==> src/rtl/mm_pkg.sv <==
package mm_pkg;
  localparam int unsigned MM_W     = 12;            // operand width
  localparam int unsigned MM_HALF  = MM_W / 2;      // sub-multiplier width
  localparam int unsigned MM_PW    = 2 * MM_W;      // product width
  localparam int unsigned MM_K     = 16;            // log2 of Montgomery radix
  localparam int unsigned MM_Q     = 3329;          // 2^12 - 2^9 - 2^8 + 1
  localparam int unsigned MM_SUMW  = MM_PW + 6;     // width of T + m*q
  localparam int unsigned MM_TW    = MM_SUMW - MM_K; // quotient width

  typedef logic [MM_W-1:0]  coef_t;
  typedef logic [MM_PW-1:0] prod_t;
  typedef logic [MM_K-1:0]  mont_t;
endpackage

==> src/rtl/mm_mul6.sv <==
module mm_mul6 #(
  parameter int unsigned N = 6
) (
  input  logic [N-1:0]   a,
  input  logic [N-1:0]   b,
  output logic [2*N-1:0] p
);
  logic [2*N-1:0] acc [0:N];

  assign acc[0] = '0;

  // one AND row per multiplier bit, summed down a ripple chain
  for (genvar i = 0; i < N; i++) begin : g_row
    logic [2*N-1:0] row;
    assign row        = b[i] ? ({{N{1'b0}}, a} << i) : '0;
    assign acc[i + 1] = acc[i] + row;
  end

  assign p = acc[N];
endmodule

==> src/rtl/mm_mul12.sv <==
module mm_mul12
  import mm_pkg::*;
(
  input  coef_t a,
  input  coef_t b,
  output prod_t p
);
  localparam int unsigned H = MM_HALF;

  logic [2*H-1:0] part [0:3];

  for (genvar i = 0; i < 2; i++) begin : g_ah
    for (genvar j = 0; j < 2; j++) begin : g_bh
      mm_mul6 #(.N(H)) u_sub (
        .a (a[i*H +: H]),
        .b (b[j*H +: H]),
        .p (part[2*i + j])
      );
    end
  end

  // adder tree: partial k = 2*i+j sits at bit offset (i+j)*H
  prod_t mid, lohi;
  always_comb begin
    mid  = prod_t'(part[1]) + prod_t'(part[2]);
    lohi = (prod_t'(part[3]) << (2*H)) + prod_t'(part[0]);
    p    = lohi + (mid << H);
  end
endmodule

==> src/rtl/mm_redc.sv <==
module mm_redc
  import mm_pkg::*;
(
  input  logic  clk,
  input  logic  rst_n,
  input  logic  in_v,
  input  prod_t t_in,
  output logic  out_v,
  output coef_t res
);
  // ---------- level 1: m = -T * q^-1 mod 2^K ----------
  mont_t tlo, mu, m_n;
  always_comb begin
    tlo = t_in[MM_K-1:0];
    // q^-1 mod 2^16 = -(2^12 - 2^9 - 2^8 - 1)
    mu  = (tlo << 9) + (tlo << 8) + tlo - (tlo << 12);
    m_n = ~mu + mont_t'(1);
  end

  logic  v1_q, v1_n;
  prod_t t1_q;
  mont_t m1_q;

  always_comb v1_n = in_v;

  always_ff @(posedge clk or negedge rst_n) begin
    if (!rst_n) v1_q <= 1'b0;
    else        v1_q <= v1_n;
  end

  always_ff @(posedge clk) begin
    if (in_v) begin
      t1_q <= t_in;
      m1_q <= m_n;
    end
  end

  // ---------- level 2: (T + m*q) >> K, then conditional subtract ----------
  logic [MM_SUMW-1:0] mw, mq, sum;
  logic [MM_TW-1:0]   quo;
  coef_t              res_n;
  always_comb begin
    mw    = MM_SUMW'(m1_q);
    mq    = (mw << 12) - (mw << 9) - (mw << 8) + mw;
    sum   = MM_SUMW'(t1_q) + mq;
    quo   = sum[MM_SUMW-1:MM_K];
    res_n = (quo >= MM_TW'(MM_Q)) ? MM_W'(quo - MM_TW'(MM_Q)) : MM_W'(quo);
  end

  logic  v2_q;
  coef_t r2_q;

  always_ff @(posedge clk or negedge rst_n) begin
    if (!rst_n) v2_q <= 1'b0;
    else        v2_q <= v1_q;
  end

  always_ff @(posedge clk) begin
    if (v1_q) r2_q <= res_n;
  end

  assign out_v = v2_q;
  assign res   = r2_q;

  // ---------- checks ----------
  always_comb begin
    if (v1_q) begin
      assert_exact_division_R3: assert (sum[MM_K-1:0] == '0)
        else $error("low radix bits of T+m*q not zero");
      assert_quotient_below_2q_R8: assert (quo < MM_TW'(2 * MM_Q))
        else $error("quotient out of range");
    end
  end

  assert_issue_to_level1_R2: assert property (@(posedge clk) disable iff (!rst_n)
    in_v |=> v1_q);
  assert_level1_to_out_R2: assert property (@(posedge clk) disable iff (!rst_n)
    v1_q |=> out_v);
  assert_no_spurious_out_R2: assert property (@(posedge clk) disable iff (!rst_n)
    !v1_q |=> !out_v);
  assert_hold_when_idle_R6: assert property (@(posedge clk) disable iff (!rst_n)
    !v1_q |=> $stable(res));
endmodule

==> src/rtl/mm_modmul.sv <==
module mm_modmul
  import mm_pkg::*;
(
  input  logic        clk,
  input  logic        rst_n,
  input  logic        in_valid,
  input  logic [11:0] op_a,
  input  logic [11:0] op_b,
  output logic        res_valid,
  output logic [11:0] res
);
  prod_t prod;

  mm_mul12 u_mul (
    .a (op_a),
    .b (op_b),
    .p (prod)
  );

  mm_redc u_redc (
    .clk   (clk),
    .rst_n (rst_n),
    .in_v  (in_valid),
    .t_in  (prod),
    .out_v (res_valid),
    .res   (res)
  );

  always_comb begin
    if (in_valid) begin
      assert_product_exact_R3: assert (32'(prod) == 32'(op_a) * 32'(op_b))
        else $error("integer product mismatch");
    end
  end

  assert_result_in_range_R5: assert property (@(posedge clk) disable iff (!rst_n)
    res_valid |-> (res < 12'(MM_Q)));
endmodule

==> config.mk <==
export PLATFORM = sky130hd
export DESIGN_NAME = mm_modmul
export DESIGN_NICKNAME = d
export VERILOG_FILES = /design/src/rtl/mm_pkg.sv /design/src/rtl/mm_mul6.sv /design/src/rtl/mm_mul12.sv /design/src/rtl/mm_redc.sv /design/src/rtl/mm_modmul.sv
export SDC_FILE = /design/constraint.sdc
export NUM_CORES = 1
export LEC_CHECK = 0
export ABC_AREA = 1
export CORE_MARGIN = 10
export CORE_UTILIZATION = 30
export DETAILED_ROUTE_END_ITERATION = 7
export PLACE_DENSITY = 0.45
export SLEW_MARGIN = 5
export SYNTH_ARGS = -nofsm -noshare
export SYNTH_HDL_FRONTEND = slang
export SYNTH_HIERARCHICAL = 1
export SYNTH_SLANG_ARGS = --single-unit
==> constraint.sdc <==
create_clock -name clk -period 5.7 [get_ports clk]
set_clock_uncertainty 0.2 [all_clocks]
set_input_delay 0.855 -clock clk [delete_from_list [all_inputs] [get_ports clk]]
set_output_delay 0.855 -clock clk [all_outputs]
set_load 0.05 [all_outputs]
Yosys cells after proc, flatten, opt, wreduce, memory -nomap -nowiden
Index checks and enable logic that the tools add are counted.
W data, S select, Z words.
{ "word_totals": {"regBits": 54, "inputBits": 27, "output_inout_bits": 13} }
{ "classes": {"add_sub_neg": 32, "order_cmp": 1, "n_mux": 25, "bitwise_logic": 1} }
{ "op_table": {"columns": ["operator", "n"], "rows": [
  ["$add A12 B10 Y12", 4],
  ["$add A12 B11 Y12", 4],
  ["$mux W11", 4],
  ["$add A9 B9 Y10", 4],
  ["$mux W10", 4],
  ["$add A8 B8 Y9", 4],
  ["$mux W9", 4],
  ["$add A16 B16 Y16", 2],
  ["$add A6 B7 Y8", 4],
  ["$mux W8", 4],
  ["$add A24 B30 Y30", 1],
  ["$add A30 B16 Y30", 1],
  ["$sub A30 B24 Y30", 1],
  ["$sub A28 B25 Y29", 1],
  ["$mux W7", 4],
  ["$add A24 B12 Y24", 1],
  ["$add A24 B24 Y24", 1],
  ["$mux W6", 4],
  ["$add A16 B1 Y16 const B", 1],
  ["$not A16 Y16", 1],
  ["$sub A16 B16 Y16", 1],
  ["$ge A14 B12 Y1 const B", 1],
  ["$add A12 B12 Y13", 1],
  ["$mux W12", 1],
  ["$sub A12 B12 Y12 const B", 1]
]} }

Depth between registers and ports, before layout
Gate-level depths: netlist of the first run.
{ "depth": {"depth_word": 13, "ltp_mapped": 40} }

Cells and area by module
The synthesis of the first run kept the hierarchy.
{ "by_module_without_submodules": {"columns": ["module", "instances", "cells_per_inst", "area_per_inst_um2"], "rows": [
  ["mm_redc", 1, 996, 7215.7],
  ["mm_mul6 (u_mul.g_ah[0].g_bh[1].u_sub ...)", 3, 168, 1127.3],
  ["mm_mul12", 1, 272, 1496.4],
  ["mm_mul6 (u_mul.g_ah[0].g_bh[0].u_sub)", 1, 167, 1128.6]
]} }

Worst setup path before layout of the first run
Ideal clock, no wire load.
{ "synth_timing": {"path_kind": "input to register", "startpoint": "input port op_b[0]", "endpoint": "register u_redc.m1_q[15] (data pin)", "arrival_ns": 6.308, "required_ns": 5.247, "path_slack_ns": -1.060, "stages": 28, "n_path_buf": 0, "cell_sequence": "nand2_1 inv_1 fa_1 fa_1 fa_1 inv_1 fa_1 xnor2_1 ha_1 a21oi_1 o21ai_0 a21oi_1 xor2_1 ha_1 nand2_1 nor2_1 nand2_1 nand2_2 xor2_1 fa_1 ha_1 inv_1 o31ai_1 o21ai_0 nand2_1 inv_1 nand4_1 nand2_1"} }
{ "synth_lines": {"columns": ["item", "line", "text"], "rows": [
  ["start: declaration", "mm_modmul.sv:8", "input logic [11:0] op_b,"],
  ["end signal: assignment", "mm_redc.sv:34", "m1_q <= m_n;"],
  ["end: declaration", "mm_redc.sv:22", "mont_t m1_q;"]
]} }

==> flow_summary.json, run 1 <==
{
  "initial_core_util_pct": 30.5,
  "routabilityCongestion": 0.898,
  "drv_cap": 0,
  "wl_per_cell_um": 12.9,
  "ys_ff_latch": 53,
  "syn_nets": 2266,
  "min_period_ns": 6.65,
  "die_w_um": 230,
  "grt_overflow": 0,
  "grt_pass1_vias": 13100,
  "crit_type": "primary input to register",
  "ff2ff_path_depth": 31,
  "grtUsageTotal_pct": 14.2,
  "portBuffers": 39,
  "vias_per_cell": 4.31,
  "critPathArrivalTime_ns": 6.51,
  "cts_root_buf": "clkbuf_16",
  "finalHoldViolCount": 0,
  "grt_max_degree": 41,
  "worst_pin_slew_ns": 0.901,
  "critPathCaptureType": "register",
  "rsz0062_at_grt": "yes",
  "synth.area.top_cells": "ha_1 18%, nand2_1 17%, fa_1 16%",
  "yosys_warnings": 6,
  "syn_avg_cell_area_um2": 6.82,
  "drc_errors": 0,
  "whs_ns": 0.505,
  "fin_cells": 2893,
  "ys_types": 46,
  "crit_fanout": 5,
  "rows": 76,
  "fin_ws_ns": -0.947,
  "cts_tree": "done",
  "cp-start-kind": "primary input",
  "dr.pass1.iters": 5,
  "final_common_cell": "nand2_1",
  "pin_count": 40,
  "fmax_mhz": 150,
  "setup_viol": 15,
  "yosysSeqAreaShare_pct": 12.0,
  "slowest_delay_ns": 0.54,
  "ant_nets": 0,
  "path_common_cell": "nand2_2",
  "dr.first_iter.drc_count": 353,
  "r2r-end": "u_redc/res[2]",
  "post-place-ws_ns": -1.90,
  "drive_above_1_share_pct": 32.4,
  "die_area_um2": 52900,
  "violations": "negative setup slack",
  "synth_top_area_share_pct": 18.3,
  "synth_top_area_cell": "ha_1",
  "dp_hpwl_um": 31900,
  "area_growth_pct": 42.2,
  "synth_cells": 1939,
  "finalCritPeriodShare_pct": 117,
  "async_flop_share_pct": 3.77,
  "status": "finished with violations",
  "layout.nets": 2634,
  "syn_area_um2": 13200,
  "hold_path.class": "primary input to asynchronous set/reset pin",
  "drv_slew": 0,
  "antenna_found_initial": 0,
  "antenna_cells": 0,
  "vias": 12500,
  "design.core.area_um2": 43400,
  "clk_pin_slew_ns": 0.07,
  "finalWirelength_um": 37400,
  "mostFrequentLayoutCells": "498 x nand2_1, 462 x inv_1, 279 x buf_4",
  "dp.cells": 2820,
  "rrSetupSlack_ns": 0.43,
  "required_ns": 5.57,
  "grt_pass1_wl_um": 62700,
  "chipHeight_um": 230,
  "cts_buffers": 5,
  "yosys_most_used_dff": "edfxtp_1",
  "synth_edf_count": 51,
  "worstSetupStartpoint": "op_a[1]",
  "htreeDepth": 2,
  "reg2reg_from": "u_redc/m1_q[1]",
  "worst_slew_margin_rel_pct": 39.9,
  "insertion_delay_ns": 0.31,
  "clk_path_buf_depth": 2,
  "cts_sinks": 53,
  "cp_slowest_cell": "fa_1",
  "fin_setup_tns_ns": -5.82
}
==> per-stage QoR <==
stage	util [%]	cell area [um2]
finish	43.4	18800
global route	43.4	18800
CTS	41.6	18000
detailed placement	38.6	16700
global placement	38.6	16700
floorplan	-	13600
==> worst max-delay path, delay by kind of cell <==
family                     cells  cell delay, ns
buffers and inverters          4            0.43
and+or+nand+nor               12            0.96
adders and majority gates      8            3.26
AOI/OAI and AO/OA              3            0.40
xor gates and xnor gates       3            0.58
==> how the worst max path moves through the flow <==
stage | to | slack (ns) | cells past startpoint
finish | u_redc/m1_q[15] | -0.95 | 30
global route | u_redc/m1_q[15] | -1.23 | 33
CTS | u_redc/m1_q[15] | -1.05 | 31
detailed placement | u_redc/m1_q[15] | -1.90 | 32
global placement | u_redc/m1_q[15] | -1.88 | 32
floorplan | u_redc/m1_q[15] | -0.73 | 29
==> what timing repair did <==
action / 4_1_cts / 5_1_grt
cloned: 0 / 3
gates resized for setup: 247 / 257
hold buffers: 0 / 0
pin swaps: 107 / 155
setup endpoints to repair: 30 / 31
buffers inserted: 81 / 35
==> routing by layer <==
metal  vias to the layer above  track usage [%]  routed length [um]
met5                         -                0                   0
met3                        43            0.948                 457
met1                      5744             17.0               17000
li1                       6580                -                   -
met2                       102             26.5               19100
met4                         0             3.91                 875
==> synth_stat cells (2+ instances only) <==
cell      number
edfxtp_1      51
nand2_2       19
or2_1          4
xnor2_1       30
nand2_4       11
ha_1         193
o21bai_1       4
or2_4          4
and2_1         2
nor2_4         5
o31ai_1        2
nand3_2        4
a21o_1         4
nor2_2         7
nand3_1       87
nor3_1         9
nand4_1       17
dfrtp_1        2
o21ai_0       22
a21boi_0       3
xor2_1        45
a21oi_1       64
nand2_1      596
clkinv_1       5
inv_1        511
fa_1         107
o21ai_2        9
inv_2          6
o21ai_1        3
a21oi_2        5
nor2_1        84
nand3b_1      10
==> kinds of logic after synthesis <==
| group | Yosys count | synth area share, % |
|---|---|---|
| and+or+nand+nor | 867 | 28.4 |
| DFF | 53 | 12.0 |
| adders and majority gates | 300 | 34.5 |
| buffers and inverters | 524 | 14.9 |
| xor gates and xnor gates | 75 | 4.97 |
| AOI/OAI and AO/OA | 120 | 5.27 |
==> state kept, by name, indices dropped and copies added, names as in the netlist <==
register / count
u_redc/out_v: 1
u_redc/v1_q: 1
u_redc/m1_q: 15
u_redc/t1_q: 24
u_redc/res: 12
==> cell type report <==
cell class                      instances  area [um2]
Fill cell                            4535       24600
Multi-Input combinational cell       1365       11400
Timing Repair Buffer                  360        2950
Inverter                              522        1970
Sequential cell                        53        1580
Tap cell                              585         732
Clock buffer                            5         125
Clock inverter                          3        20.0
Power of run 1 is left out: the tool's default activity adds up to more than one toggle a clock period on the data nets, which glitch-free logic cannot reach.
==> inputs of run 2 (changes only) <==
==> constraint.sdc (replaced) <==
create_clock -name clk -period 5.7 [get_ports clk]
set_clock_uncertainty 0.2 [all_clocks]
set_input_delay 0.855 -clock clk [delete_from_list [all_inputs] [get_ports clk]]
set_output_delay 0.855 -clock clk [all_outputs]
set_load 0.005 [all_outputs]
==> results of run 2 <==
No change in the layout: final DEF, timing and power equal those of run 1.
Power of run 2 is left out for the same reason.
